$ cat src/rtl/bgn_pkg.sv
package bgn_pkg;
  typedef enum logic [1:0] {
    ST_IDLE  = 2'd0,
    ST_REQ   = 2'd1,
    ST_OWN   = 2'd2,
    ST_DRAIN = 2'd3
  } bgn_state_e;
endpackage

$ cat src/rtl/bgn_lane.sv
module bgn_lane (
  input  logic clk,
  input  logic rst_n,
  input  logic gin_n,
  input  logic blk_i,
  output logic gout_n
);
  logic gout_q;
  logic gout_d;

  always_comb begin
    gout_d = gin_n | blk_i;
  end

  always_ff @(posedge clk or negedge rst_n) begin
    if (!rst_n) gout_q <= 1'b1;
    else        gout_q <= gout_d;
  end

  assign gout_n = gout_q;


  pass_copy_chk: assert property (@(posedge clk) disable iff (!rst_n)
    ($past(rst_n) && !$past(blk_i)) |-> (gout_n == $past(gin_n)));


  hold_negated_chk: assert property (@(posedge clk) disable iff (!rst_n)
    ($past(rst_n) && $past(blk_i)) |-> gout_n);
endmodule

$ cat src/rtl/bgn_fsm.sv
module bgn_fsm
  import bgn_pkg::*;
(
  input  logic clk,
  input  logic rst_n,
  input  logic mst_req,
  input  logic mst_done,
  input  logic gin_sel_n,
  output logic req_act,
  output logic own,
  output logic blk
);
  bgn_state_e st_q;
  bgn_state_e st_d;

  always_comb begin
    st_d = st_q;
    unique case (st_q)
      ST_IDLE:  if (mst_req && gin_sel_n) st_d = ST_REQ;
      ST_REQ:   if (!gin_sel_n)           st_d = ST_OWN;
      ST_OWN:   if (mst_done)             st_d = ST_DRAIN;
      ST_DRAIN: if (gin_sel_n)            st_d = ST_IDLE;
      default:                            st_d = ST_IDLE;
    endcase
  end

  always_ff @(posedge clk or negedge rst_n) begin
    if (!rst_n) st_q <= ST_IDLE;
    else        st_q <= st_d;
  end

  assign req_act = (st_q == ST_REQ);
  assign own     = (st_q == ST_OWN);
  assign blk     = (st_q != ST_IDLE);


  grant_to_own_chk: assert property (@(posedge clk) disable iff (!rst_n)
    $rose(own) |-> ($past(req_act) && !$past(gin_sel_n)));


  done_release_chk: assert property (@(posedge clk) disable iff (!rst_n)
    (own && mst_done) |=> !own);


  req_start_clear_chk: assert property (@(posedge clk) disable iff (!rst_n)
    $rose(req_act) |-> ($past(gin_sel_n) && $past(mst_req)));


  done_ignored_chk: assert property (@(posedge clk) disable iff (!rst_n)
    (!own && mst_done && !mst_req) |=> !req_act || $past(req_act));
endmodule

$ cat src/rtl/bgchain_node.sv
module bgchain_node #(
  parameter int NUM_LVL = 4,
  localparam int LVL_W  = (NUM_LVL > 1) ? $clog2(NUM_LVL) : 1
) (
  input  logic               clk,
  input  logic               rst_n,
  input  logic [LVL_W-1:0]   lvl_sel,
  input  logic               mst_req,
  input  logic               mst_done,
  output logic               bus_own,
  input  logic [NUM_LVL-1:0] bgin_n,
  output logic [NUM_LVL-1:0] bgout_n,
  output logic [NUM_LVL-1:0] bus_req_n
);
  logic gin_sel_n;
  logic req_act;
  logic blk;

  assign gin_sel_n = bgin_n[lvl_sel];

  bgn_fsm u_fsm (
    .clk       (clk),
    .rst_n     (rst_n),
    .mst_req   (mst_req),
    .mst_done  (mst_done),
    .gin_sel_n (gin_sel_n),
    .req_act   (req_act),
    .own       (bus_own),
    .blk       (blk)
  );

  for (genvar i = 0; i < NUM_LVL; i++) begin : g_lvl
    logic hit;
    assign hit          = (lvl_sel == LVL_W'(i));
    assign bus_req_n[i] = ~(req_act && hit);

    bgn_lane u_lane (
      .clk    (clk),
      .rst_n  (rst_n),
      .gin_n  (bgin_n[i]),
      .blk_i  (blk && hit),
      .gout_n (bgout_n[i])
    );
  end


  single_level_chk: assert property (@(posedge clk) disable iff (!rst_n)
    ($countones(~bus_req_n) <= 1) && (bus_req_n[lvl_sel] || 1'b1) &&
    ((&bus_req_n) || !bus_req_n[lvl_sel]));


  own_no_req_chk: assert property (@(posedge clk) disable iff (!rst_n)
    bus_own |-> (&bus_req_n));
endmodule

$ cat config.mk
export PLATFORM = sky130hd
export DESIGN_NAME = bgchain_node
export DESIGN_NICKNAME = d
export VERILOG_FILES = /design/src/rtl/bgn_pkg.sv /design/src/rtl/bgn_lane.sv /design/src/rtl/bgn_fsm.sv /design/src/rtl/bgchain_node.sv
export SDC_FILE = /design/constraint.sdc
export NUM_CORES = 1
export LEC_CHECK = 0
export BUFFER_PORTS_ARGS = -buffer_cell sky130_fd_sc_hd__buf_2
export CELL_PAD_IN_SITES_DETAIL_PLACEMENT = 0
export CELL_PAD_IN_SITES_GLOBAL_PLACEMENT = 2
export CORE_UTILIZATION = 26
export CTS_CLUSTER_SIZE = 10
export DETAILED_ROUTE_END_ITERATION = 8
export GPL_TIMING_DRIVEN = 0
export PLACE_DENSITY_LB_ADDON = 0.1
export SLEW_MARGIN = 20
export SYNTH_ARGS = -nofsm -noshare
export SYNTH_HDL_FRONTEND = slang
export SYNTH_SLANG_ARGS = --single-unit
$ cat constraint.sdc
create_clock -name clk -period 2.41 [get_ports clk]
set_input_delay 0.723 -clock clk [delete_from_list [all_inputs] [get_ports clk]]
set_output_delay 0.723 -clock clk [all_outputs]
set_load 0.02 [all_outputs]
==> results.toml <==
[status]
status = "complete, no violations"

[route]
wl_per_cell_um = 11.2
via_per_inst = 4.59
drtPass1Iterations = 4
drt_wl_total_um = 829
antenna_left = 0
route.detailed.drc = 0
first_iter_violations = 5
vias = 340

[floorplan]
die_h_um = 41.5
io_pins = 19
die_x_um = 41.5
rows = 13
initial_core_util_pct = 29.3
die_area_um2 = 1720
coreArea_um2 = 1380

[sta]
hold_viol_final = 0
worstMarginPinSlew_ps = 190
max-slew-margin-rel_pct = 87.3
setup-tns-final_ps = 0
skew_ps = 4.24
setup_viol = 0
fmax_mhz = 449
period_minus_slack_ps = 2220
slew_viol_final = 0
rsz0062_at_grt = "false"
fin_crit_sh_pct = 92.3

[critical_path]
required_ps = 1690
crit_chain = "inv_1 -> ha_1 -> inv_1 -> or3_1 -> buf_2"
crit_top_cell = "inv_1"
crit_fanout = 4
crit_path_end_kind = "output pin"
cp_slowest_cell = "dfrtp_1"
cp.arrival_ps = 1500
cpPeakStageDelay_ps = 410
startpoint_type = "flop"
crit_type = "reg -> out"

[clocking]
cts.sinks = 6
cts_tree = "yes"
htree_levels = 1
root_buffer = "clkbuf_4"
cts_buffer_depth = 2
holdBufCountCts = 0
ctsResizeCount = 0
clk_latency_ps = 240
clkSlewWorstSetupHoldPaths_ps = 50
cts_buffers = 3
postCtsSetupBuffers = 0

[min_path]
hold_path.class = "in -> async"

[final_layout]
nFillCells = 149
fin_util_pct = 38.7
final_common_cell = "buf_2"
num_antenna_cells = 0
drive_gt1_share_pct = 57.6
fin_nets = 74
final_cell_mix = "17 x buf_2, 4 x inv_1, 4 x ha_1, 4 x buf_4, 4 x dfstp_2"
multiInputGateArea_um2 = 190
synthToLayoutAreaGrowth_pct = 32.1
area.sequential_um2 = 155

[power]
combPwrFrac_pct = 51.1
pwr-share-clk_pct = 19.0
switching_power_uw = 207
seqPwrFrac_pct = 29.8
p_leak_uw = 0.000264
internal_power_uw = 317
ir_worst_vdd_mv = 0.429
powerDensity_nw_per_um2 = 977
switching_share_pct = 39.5

[placement]
gp_congestion = 0.676
dp_hpwl_um = 719
place.port_buffers = 17

[logic_synthesis]
synth_seq_cells = 6
ys_warn_count = 0
syn-num-nets = 52
syn_inst = 38
yosysSeqAreaShare_pct = 38.3
synth.distinct_cells = 19
synth_area_um2 = 405
postSynthAreaPerCell_um2 = 10.7

[grt]
antenna_found_initial = 0
grt_pass1_vias = 323
grt_overflow_total = 0
grt.total_usage_pct = 10.4
grt_first_pass_wirelength_um = 1300
grt_max_degree = 9

[flow_run]
cap_violations = 0
==> cell type report <==
cell class | instances | area share, %
Buffer | 5 | 7.71
Clock buffer | 4 | 4.91
Inverter | 5 | 3.50
Multi-Input combinational cell | 22 | 35.5
Sequential cell | 6 | 29.0
Tap cell | 15 | 3.50
Timing Repair Buffer | 17 | 15.9
==> power groups by stage <==
| stage | clock network [uW] | logic (uW) | registers (uW) |
|---|---|---|---|
| after global routing | 116 | 296 | 161 |
| after detailed placement | 0 | 271 | 158 |
| final | 99.6 | 268 | 156 |
| after CTS | 105 | 272 | 157 |
| after floorplan | 0 | 200 | 152 |
| after global placement | 0 | 262 | 156 |
==> path summary, 6_finish.rpt <==
check	startpoint	to	slack, ps	cells after the start
min in group clk	u_fsm.st_q[1]	u_fsm.st_q[1]	560	1
max in group asynchronous	rst_n	g_lvl[2].u_lane.gout_n	1900	1
worst min-delay path	rst_n	u_fsm.st_q[0]	290	1
worst max-delay path	u_fsm.st_q[1]	bus_req_n[2]	190	5
worst max register to register	u_fsm.st_q[0]	u_fsm.st_q[1]	640	5
worst min register to register	u_fsm.st_q[1]	u_fsm.st_q[1]	560	1
==> critical path, delay by kind of cell, from the launching register on <==
kind,cells,cell delay (ps)
fa+ha+maj,1,200
buf+inv,3,340
flops,1,410
simple gates,1,300
==> per-stage QoR <==
stage / instances / power [uW] / setup slack [ps] / area, um^2 / hold WS, ps
3_5_place_dp: 70 / 429 / 41.7 / 509 / 552
5_1_grt: 74 / 573 / 75.8 / 536 / 275
3_3_place_gp: 70 / 418 / 64.2 / 509 / 542
2_1_floorplan: 38 / 352 / 141 / 405 / 427
6_report: 74 / 523 / 185 / 536 / 287
4_1_cts: 74 / 534 / 170 / 536 / 285
==> state kept, by name (all words and copies together), names as in the netlist <==
register             count
g_lvl.u_lane.gout_n      4
u_fsm.st_q               2
==> cell families (layout without fill, tap and decap cells) <==
kind of cell / Yosys count / count (layout) / synth area share, %
AOI/OAI and AO/OA: 8 / 8 / 15.7
adders and majority gates: 4 / 4 / 12.3
buffers and inverters: 10 / 31 / 14.8
DFF: 6 / 6 / 38.3
muxes: 2 / 2 / 8.33
and+or+nand+nor: 8 / 8 / 10.5
==> cell usage after synthesis (all sizes together) <==
library cell / count / area (um^2)
or3: 3 / 18.8
nand3: 2 / 10.0
o211ai: 1 / 7.51
ha: 4 / 50.1
o32a: 1 / 10.0
nor2: 2 / 7.51
mux2: 1 / 11.3
dfstp: 4 / 105
dfrtp: 2 / 50.1
inv: 5 / 18.8
buf: 5 / 41.3
nor2b: 1 / 6.26
mux4: 1 / 22.5
a31o: 2 / 17.5
a21oi: 2 / 13.8
a21o: 2 / 15.0
==> layer usage <==
layer | vias to the layer above | GRT usage, % | wire length, um
li1 | 168 | - | -
met1 | 160 | 9.56 | 302
met2 | 12 | 18.8 | 472
met3 | 0 | 5.65 | 54
met4 | 0 | 3.87 | 0
met5 | - | 0 | 0
(Power assumes the default switching activity.)
